$ cat src/rtl/ckpt_pkg.sv
package ckpt_pkg;
    localparam int TAG_W  = 20;
    localparam int PPN_W  = 20;
    localparam int TS_W   = 8;
    localparam int LINES  = 64;
    localparam int LINE_W = $clog2(LINES);

    typedef struct packed {
        logic              valid;
        logic [TAG_W-1:0]  tag;
        logic [TS_W-1:0]   ts;
        logic [PPN_W-1:0]  act;
        logic [PPN_W-1:0]  bak;
        logic [LINES-1:0]  dirty;
        logic              rbv;
    } ckpt_rec_t;

    typedef enum logic [1:0] {
        CP_NONE    = 2'd0,
        CP_SAVE    = 2'd1,
        CP_RESTORE = 2'd2
    } copy_e;

    typedef enum logic {
        ST_READY   = 1'b0,
        ST_RESPOND = 1'b1
    } fsm_e;
endpackage

$ cat src/rtl/ckpt_match.sv
module ckpt_match
    import ckpt_pkg::*;
#(
    parameter int ENTRIES = 8,
    localparam int IDX_W  = (ENTRIES > 1) ? $clog2(ENTRIES) : 1
) (
    input  logic [ENTRIES-1:0] ent_valid,
    input  logic [TAG_W-1:0]   ent_tag [ENTRIES],
    input  logic [TAG_W-1:0]   look_tag,
    output logic               hit,
    output logic [IDX_W-1:0]   hit_idx
);
    logic [ENTRIES-1:0] eq;

    for (genvar g = 0; g < ENTRIES; g++) begin : g_cmp
        assign eq[g] = ent_valid[g] && (ent_tag[g] == look_tag);
    end

    always_comb begin
        hit     = 1'b0;
        hit_idx = '0;
        for (int i = ENTRIES - 1; i >= 0; i--) begin
            if (eq[i]) begin
                hit     = 1'b1;
                hit_idx = IDX_W'(i);
            end
        end
    end
endmodule

$ cat src/rtl/ckpt_route.sv
module ckpt_route
    import ckpt_pkg::*;
(
    input  ckpt_rec_t         rec_in,
    input  logic [LINE_W-1:0] line,
    input  logic              write,
    input  logic [TS_W-1:0]   cur_epoch,
    output ckpt_rec_t         rec_out,
    output logic              from_backup,
    output logic [PPN_W-1:0]  ppn,
    output copy_e             copy
);
    always_comb begin
        rec_out     = rec_in;
        copy        = CP_NONE;
        from_backup = 1'b0;
        if (write) begin
            // move into the current epoch before recording the write
            if (rec_out.ts != cur_epoch) begin
                rec_out.ts    = cur_epoch;
                rec_out.dirty = '0;
                rec_out.rbv   = 1'b0;
            end
            if (rec_out.rbv) begin
                if (rec_out.dirty[line]) begin
                    copy                = CP_RESTORE;
                    rec_out.dirty[line] = 1'b0;
                end
            end else if (!rec_out.dirty[line]) begin
                copy                = CP_SAVE;
                rec_out.dirty[line] = 1'b1;
            end
        end else begin
            from_backup = rec_in.rbv && rec_in.dirty[line];
        end
        ppn = from_backup ? rec_in.bak : rec_out.act;
    end
endmodule

$ cat src/rtl/ckpt_tracker.sv
module ckpt_tracker
    import ckpt_pkg::*;
#(
    parameter int ENTRIES = 8,
    localparam int IDX_W  = (ENTRIES > 1) ? $clog2(ENTRIES) : 1
) (
    input  logic              clk,
    input  logic              rst_n,
    input  logic              req_start,
    input  logic              fail_strobe,
    input  logic              acc_valid,
    output logic              acc_ready,
    input  logic              acc_write,
    input  logic [TAG_W-1:0]  acc_tag,
    input  logic [LINE_W-1:0] acc_line,
    input  logic [PPN_W-1:0]  new_active_ppn,
    input  logic [PPN_W-1:0]  new_backup_ppn,
    output logic              rsp_valid,
    output logic              rsp_is_write,
    output logic [LINE_W-1:0] rsp_line,
    output logic [PPN_W-1:0]  rsp_ppn,
    output logic              rsp_from_backup,
    output logic [1:0]        rsp_copy,
    output logic              rsp_evict,
    output logic [TS_W-1:0]   epoch
);
    ckpt_rec_t          table_q [ENTRIES];
    logic [ENTRIES-1:0] ent_valid;
    logic [TAG_W-1:0]   ent_tag [ENTRIES];
    logic [IDX_W-1:0]   rr_q;
    fsm_e               state_q, state_d;

    logic               hit;
    logic [IDX_W-1:0]   hit_idx, slot;
    ckpt_rec_t          cur_rec, upd_rec;
    logic               r_backup;
    logic [PPN_W-1:0]   r_ppn;
    copy_e              r_copy;
    logic               accept;

    for (genvar g = 0; g < ENTRIES; g++) begin : g_view
        assign ent_valid[g] = table_q[g].valid;
        assign ent_tag[g]   = table_q[g].tag;
    end

    ckpt_match #(.ENTRIES(ENTRIES)) u_match (
        .ent_valid (ent_valid),
        .ent_tag   (ent_tag),
        .look_tag  (acc_tag),
        .hit       (hit),
        .hit_idx   (hit_idx)
    );

    assign slot = hit ? hit_idx : rr_q;

    always_comb begin
        if (hit) begin
            cur_rec = table_q[hit_idx];
        end else begin
            cur_rec.valid = 1'b1;
            cur_rec.tag   = acc_tag;
            cur_rec.ts    = epoch;
            cur_rec.act   = new_active_ppn;
            cur_rec.bak   = new_backup_ppn;
            cur_rec.dirty = '0;
            cur_rec.rbv   = 1'b0;
        end
    end

    ckpt_route u_route (
        .rec_in      (cur_rec),
        .line        (acc_line),
        .write       (acc_write),
        .cur_epoch   (epoch),
        .rec_out     (upd_rec),
        .from_backup (r_backup),
        .ppn         (r_ppn),
        .copy        (r_copy)
    );

    assign acc_ready = (state_q == ST_READY) && !req_start && !fail_strobe;
    assign accept    = acc_valid && acc_ready;

    // state register
    always_ff @(posedge clk or negedge rst_n) begin
        if (!rst_n) state_q <= ST_READY;
        else        state_q <= state_d;
    end

    always_comb begin
        state_d = state_q;
        unique case (state_q)
            ST_READY:   if (accept) state_d = ST_RESPOND;
            ST_RESPOND: state_d = ST_READY;
        endcase
    end

    // record table, victim pointer and epoch
    always_ff @(posedge clk or negedge rst_n) begin
        if (!rst_n) begin
            for (int i = 0; i < ENTRIES; i++) table_q[i] <= '0;
            rr_q  <= '0;
            epoch <= '0;
        end else begin
            if (req_start) epoch <= epoch + 1'b1;
            if (fail_strobe) begin
                for (int i = 0; i < ENTRIES; i++) begin
                    if (table_q[i].valid && table_q[i].ts == epoch)
                        table_q[i].rbv <= 1'b1;
                end
            end else if (accept) begin
                table_q[slot] <= upd_rec;
                if (!hit) rr_q <= (rr_q == IDX_W'(ENTRIES - 1)) ? '0 : rr_q + 1'b1;
            end
        end
    end

    // registered outputs
    always_ff @(posedge clk or negedge rst_n) begin
        if (!rst_n) begin
            rsp_valid       <= 1'b0;
            rsp_is_write    <= 1'b0;
            rsp_line        <= '0;
            rsp_ppn         <= '0;
            rsp_from_backup <= 1'b0;
            rsp_copy        <= 2'd0;
            rsp_evict       <= 1'b0;
        end else begin
            rsp_valid <= accept;
            if (accept) begin
                rsp_is_write    <= acc_write;
                rsp_line        <= acc_line;
                rsp_ppn         <= r_ppn;
                rsp_from_backup <= r_backup;
                rsp_copy        <= r_copy;
                rsp_evict       <= !hit && table_q[rr_q].valid;
            end
        end
    end
endmodule

$ cat config.mk
export PLATFORM = sky130hd
export DESIGN_NAME = ckpt_tracker
export DESIGN_NICKNAME = d
export VERILOG_FILES = /design/src/rtl/ckpt_pkg.sv /design/src/rtl/ckpt_match.sv /design/src/rtl/ckpt_route.sv /design/src/rtl/ckpt_tracker.sv
export SDC_FILE = /design/constraint.sdc
export NUM_CORES = 2
export LEC_CHECK = 0
export BUFFER_PORTS_ARGS = -buffer_cell sky130_fd_sc_hd__buf_2
export CAP_MARGIN = 10
export CELL_PAD_IN_SITES_DETAIL_PLACEMENT = 1
export CELL_PAD_IN_SITES_GLOBAL_PLACEMENT = 1
export CORE_ASPECT_RATIO = 0.8
export CORE_MARGIN = 3
export CORE_UTILIZATION = 38
export CTS_BUF_LIST = sky130_fd_sc_hd__clkbuf_4 sky130_fd_sc_hd__clkbuf_8 sky130_fd_sc_hd__clkbuf_16
export DETAILED_ROUTE_END_ITERATION = 10
export PLACE_DENSITY = 0.76
export SLEW_MARGIN = 20
export SYNTH_ARGS = -nofsm -noshare
export SYNTH_HDL_FRONTEND = slang
export SYNTH_SLANG_ARGS = --single-unit
$ cat constraint.sdc
create_clock -name clk -period 5.9 [get_ports clk]
set_input_delay 0.59 -clock clk [delete_from_list [all_inputs] [get_ports clk]]
set_output_delay 0.59 -clock clk [all_outputs]
set_load 0.1 [all_outputs]
==> impl_metrics.json <==
{
  "critPathCaptureType": "register",
  "clock_skew_ns": 0.0521,
  "synthFlopType": "dfrtp_1",
  "final_cell_mix": "nand2_1, dfrtp_1, o21ai_0",
  "grt_max_degree": 166,
  "clock_sinks": 1116,
  "gr-max-usage-layer": "met2",
  "setup_violations": 0,
  "via_per_inst": 5.93,
  "first_global_vias": 54800,
  "core_um2": 146000,
  "drive_gt1_frac": 0.195,
  "post_drt_wl_per_cell_um": 26.2,
  "mostFrequentLayoutCell": "nand2_1",
  "hold_viol_final": 0,
  "arrival_ns": 6.45,
  "min_path_cells": 3,
  "slew_viol_final": 0,
  "grt_pass1_wl_um": 351000,
  "crit_type": "register to register",
  "track_usage": 0.299,
  "die-area_um2": 152000,
  "worstMarginPinSlew_ns": 1.00,
  "critPathBufInv": 6,
  "netlist_instances": 6421,
  "clk_pin_slew_ns": 0.06,
  "met1_usage": 0.422,
  "gr-usage-met2": 0.463,
  "cts_inserted_buffers": 117,
  "clock_latency_ns": 0.78,
  "drt-initial-drc-count": 5267,
  "synth-edff-count": 0,
  "cap_violations": 0,
  "drtAntennaViolNets": 0,
  "row_count": 125,
  "rrSetupSlack_ns": 0.07,
  "finalPower_mw": 23.5,
  "final_util": 0.465,
  "synthArstFlopShare": 1.00,
  "outcome": "completed",
  "drc_errors": 0,
  "place_hpwl_um": 157000,
  "drt-pass1-iter-count": 5,
  "crit_chain": "xor2_1 -> nor4_2 -> buf_4 -> nand4_1 -> or2_2 -> nand4_1 -> buf_12 -> buf_12 -> buf_12 -> nor2_2 -> a22o_1 -> a21oi_1 -> o2111ai_1 -> o22ai_1 -> or4_1 -> a21oi_4 -> nand3_2 -> buf_4 -> nor4_4 -> buf_4 -> a31o_2 -> o21ai_0",
  "antenna_found_initial": 8,
  "timing.rr.end": "table_q[687]",
  "rr_worst_depth": 22,
  "wirelength_um": 233000,
  "cts_buffer_depth": 3,
  "place.port_buffers": 112,
  "grt_overflow_total": 0,
  "reg2reg_from": "ent_tag[135]",
  "cpMaxStageDelayCell": "nor2_2",
  "syn-num-nets": 6496,
  "gp_congestion": 0.963,
  "cp_max_fo": 29,
  "layout.cells.non_filler": 8890,
  "dp_cells": 8663,
  "synth.distinct_cells": 109,
  "ios": 113,
  "syn_area_per_cell_um2": 8.72,
  "synth_seq_area_share": 0.499,
  "fin_crit_sh": 0.988,
  "nets": 6902,
  "htree_num_levels": 3,
  "cp-start-kind": "register",
  "leakagePower_nw": 31.2,
  "cts_root_buf": "clkbuf_16",
  "min_path_type": "input port to register",
  "start_util": 0.384,
  "cts_tree": "yes",
  "fmax_mhz": 172,
  "slew_headroom": 0.331,
  "ys_ff_latch": 1116,
  "die_h_um": 349,
  "critical-path-max-stage-delay_ns": 0.62,
  "cp_top_family": "simple AND/OR/NAND/NOR gates",
  "fin_crit_ns": 5.83,
  "syn_area_um2": 56000,
  "power_density_nw_per_um2": 346,
  "hp-start": "acc_tag[9]",
  "areaGrowthSynthToFinish_pct": 21.1,
  "yosys_warnings": 0,
  "via_count": 52700,
  "die-width_um": 435,
  "hold_path_end": "ent_tag[9]",
  "required_ns": 6.52,
  "ir_drop_mv": 0.413,
  "grtUsageMet3": 0.0559
}
## synth_stat cells, types with 9 or more instances
| cell | count | area share |
|---|---|---|
| a21oi_1 | 198 | 0.018 |
| a221o_1 | 16 | 0.0029 |
| inv_1 | 15 | 0.0010 |
| a22o_1 | 15 | 0.0023 |
| dfrtp_1 | 1116 | 0.50 |
| and4_1 | 9 | 0.0014 |
| a221oi_1 | 46 | 0.0072 |
| o31ai_1 | 11 | 0.0015 |
| nand2_1 | 1829 | 0.12 |
| a21boi_0 | 13 | 0.0017 |
| mux2_2 | 176 | 0.035 |
| a211oi_1 | 33 | 0.0044 |
| or2_2 | 12 | 0.0013 |
| mux2i_1 | 33 | 0.0059 |
| o21ai_0 | 794 | 0.071 |
| clkbuf_1 | 380 | 0.025 |
| buf_1 | 59 | 0.0040 |
| o21a_1 | 15 | 0.0020 |
| and2_1 | 26 | 0.0029 |
| and3_1 | 90 | 0.010 |
| o2111ai_1 | 16 | 0.0025 |
| a31oi_1 | 103 | 0.012 |
| o22ai_1 | 17 | 0.0019 |
| nor2_1 | 227 | 0.015 |
| nor3_1 | 41 | 0.0037 |
| o2bb2ai_1 | 12 | 0.0019 |
| nand3_1 | 301 | 0.027 |
| nand4_1 | 63 | 0.0070 |
| o21ai_1 | 69 | 0.0062 |
| nor4_1 | 45 | 0.0050 |
| xor2_1 | 145 | 0.023 |
| o211ai_1 | 27 | 0.0036 |
| a22oi_1 | 40 | 0.0054 |
| a21o_1 | 18 | 0.0024 |
| buf_4 | 9 | 0.0012 |
| nand2b_1 | 10 | 0.0011 |
| buf_2 | 64 | 0.0057 |
| o221ai_1 | 12 | 0.0019 |
| xnor2_1 | 88 | 0.014 |
## worst reg2reg max path: cells and delay by family, from the launching register on
family / cells / cell delay (ns)
compound gates: 7 / 1.39
xor+xnor: 1 / 0.44
buf+inv: 6 / 1.15
flops: 1 / 0.49
simple gates: 8 / 2.21
## what timing repair did
action | CTS | global route
hold endpoints to repair | 66 | 0
buffers inserted | 0 | 10
hold buffers | 1 | 0
setup endpoints to repair | 558 | 533
gates cloned | 0 | 2
pin swaps | 2 | 15
gates resized for setup | 23 | 57
## how the worst max path moves through the flow
stage                     slack, ns      endpoint  depth (start not counted)          from
after detailed placement      -0.69  table_q[448]                         25    acc_tag[3]
after CTS                     0.001  table_q[416]                         24   ent_tag[37]
after floorplan                0.63  table_q[142]                         21    acc_tag[7]
after global routing          -0.11  table_q[138]                         24   ent_tag[10]
after global placement        -0.66  table_q[861]                         25    acc_tag[3]
final                          0.07  table_q[687]                         22  ent_tag[135]
## metrics by stage
step                instance area, um^2  TNS [ns]  setup WS [ns]  hold slack [ns]
floorplan                         56000         0          0.628            0.294
global placement                  63300   -291.85         -0.659            0.450
detailed placement                63300   -295.64         -0.687            0.459
CTS                               67400         0        0.00118           0.0509
global route                      67800    -11.09         -0.106           0.0775
finish                            67800         0         0.0699           0.0957
## routing by layer
metal / vias up / share of wire / wire length (um)
met1: 27300 / 0.44 / 103000
li1: 23000 / - / -
met2: 1967 / 0.45 / 104000
met4: 2 / 0.035 / 8070
met5: - / 0.000060 / 14
met3: 442 / 0.075 / 17400
## cell type report
type                            instances  area (um^2)
Antenna cell                            4         10.0
Clock buffer                          169         3500
Clock inverter                         41          497
Fill cell                           16900        78000
Inverter                               16         60.1
Multi-Input combinational cell       4769        26400
Sequential cell                      1116        27900
Tap cell                             1968         2460
Timing Repair Buffer                  807         6910
## report_power, final
group          internal [mW]  leakage, nW  switching [mW]  total [mW]
combinational           1.88         14.1            3.12        5.00
clock                   4.46         2.00            3.34        7.81
sequential              9.31         15.0            1.37        10.7
## flip-flops by register name, indices dropped and copies added, names as in the netlist, 2 cells and up
signal,count
ent_valid,8
rsp_line,6
ent_tag,160
rr_q,3
rsp_copy,2
rsp_ppn,20
epoch,8
table_q,904
## cell families (layout without fill, tap and decap cells)
kind of cell,Yosys count,after routing,share of synthesized area
mux,213,213,0.0425
xor+xnor,233,233,0.0364
buf+inv,536,1033,0.0390
compound gates,1601,1601,0.175
other cells,0,4,0
flops,1116,1116,0.499
fa+ha+maj,3,3,0.000670
simple gates,2719,2719,0.208
Power figures use the tool's default switching activity.
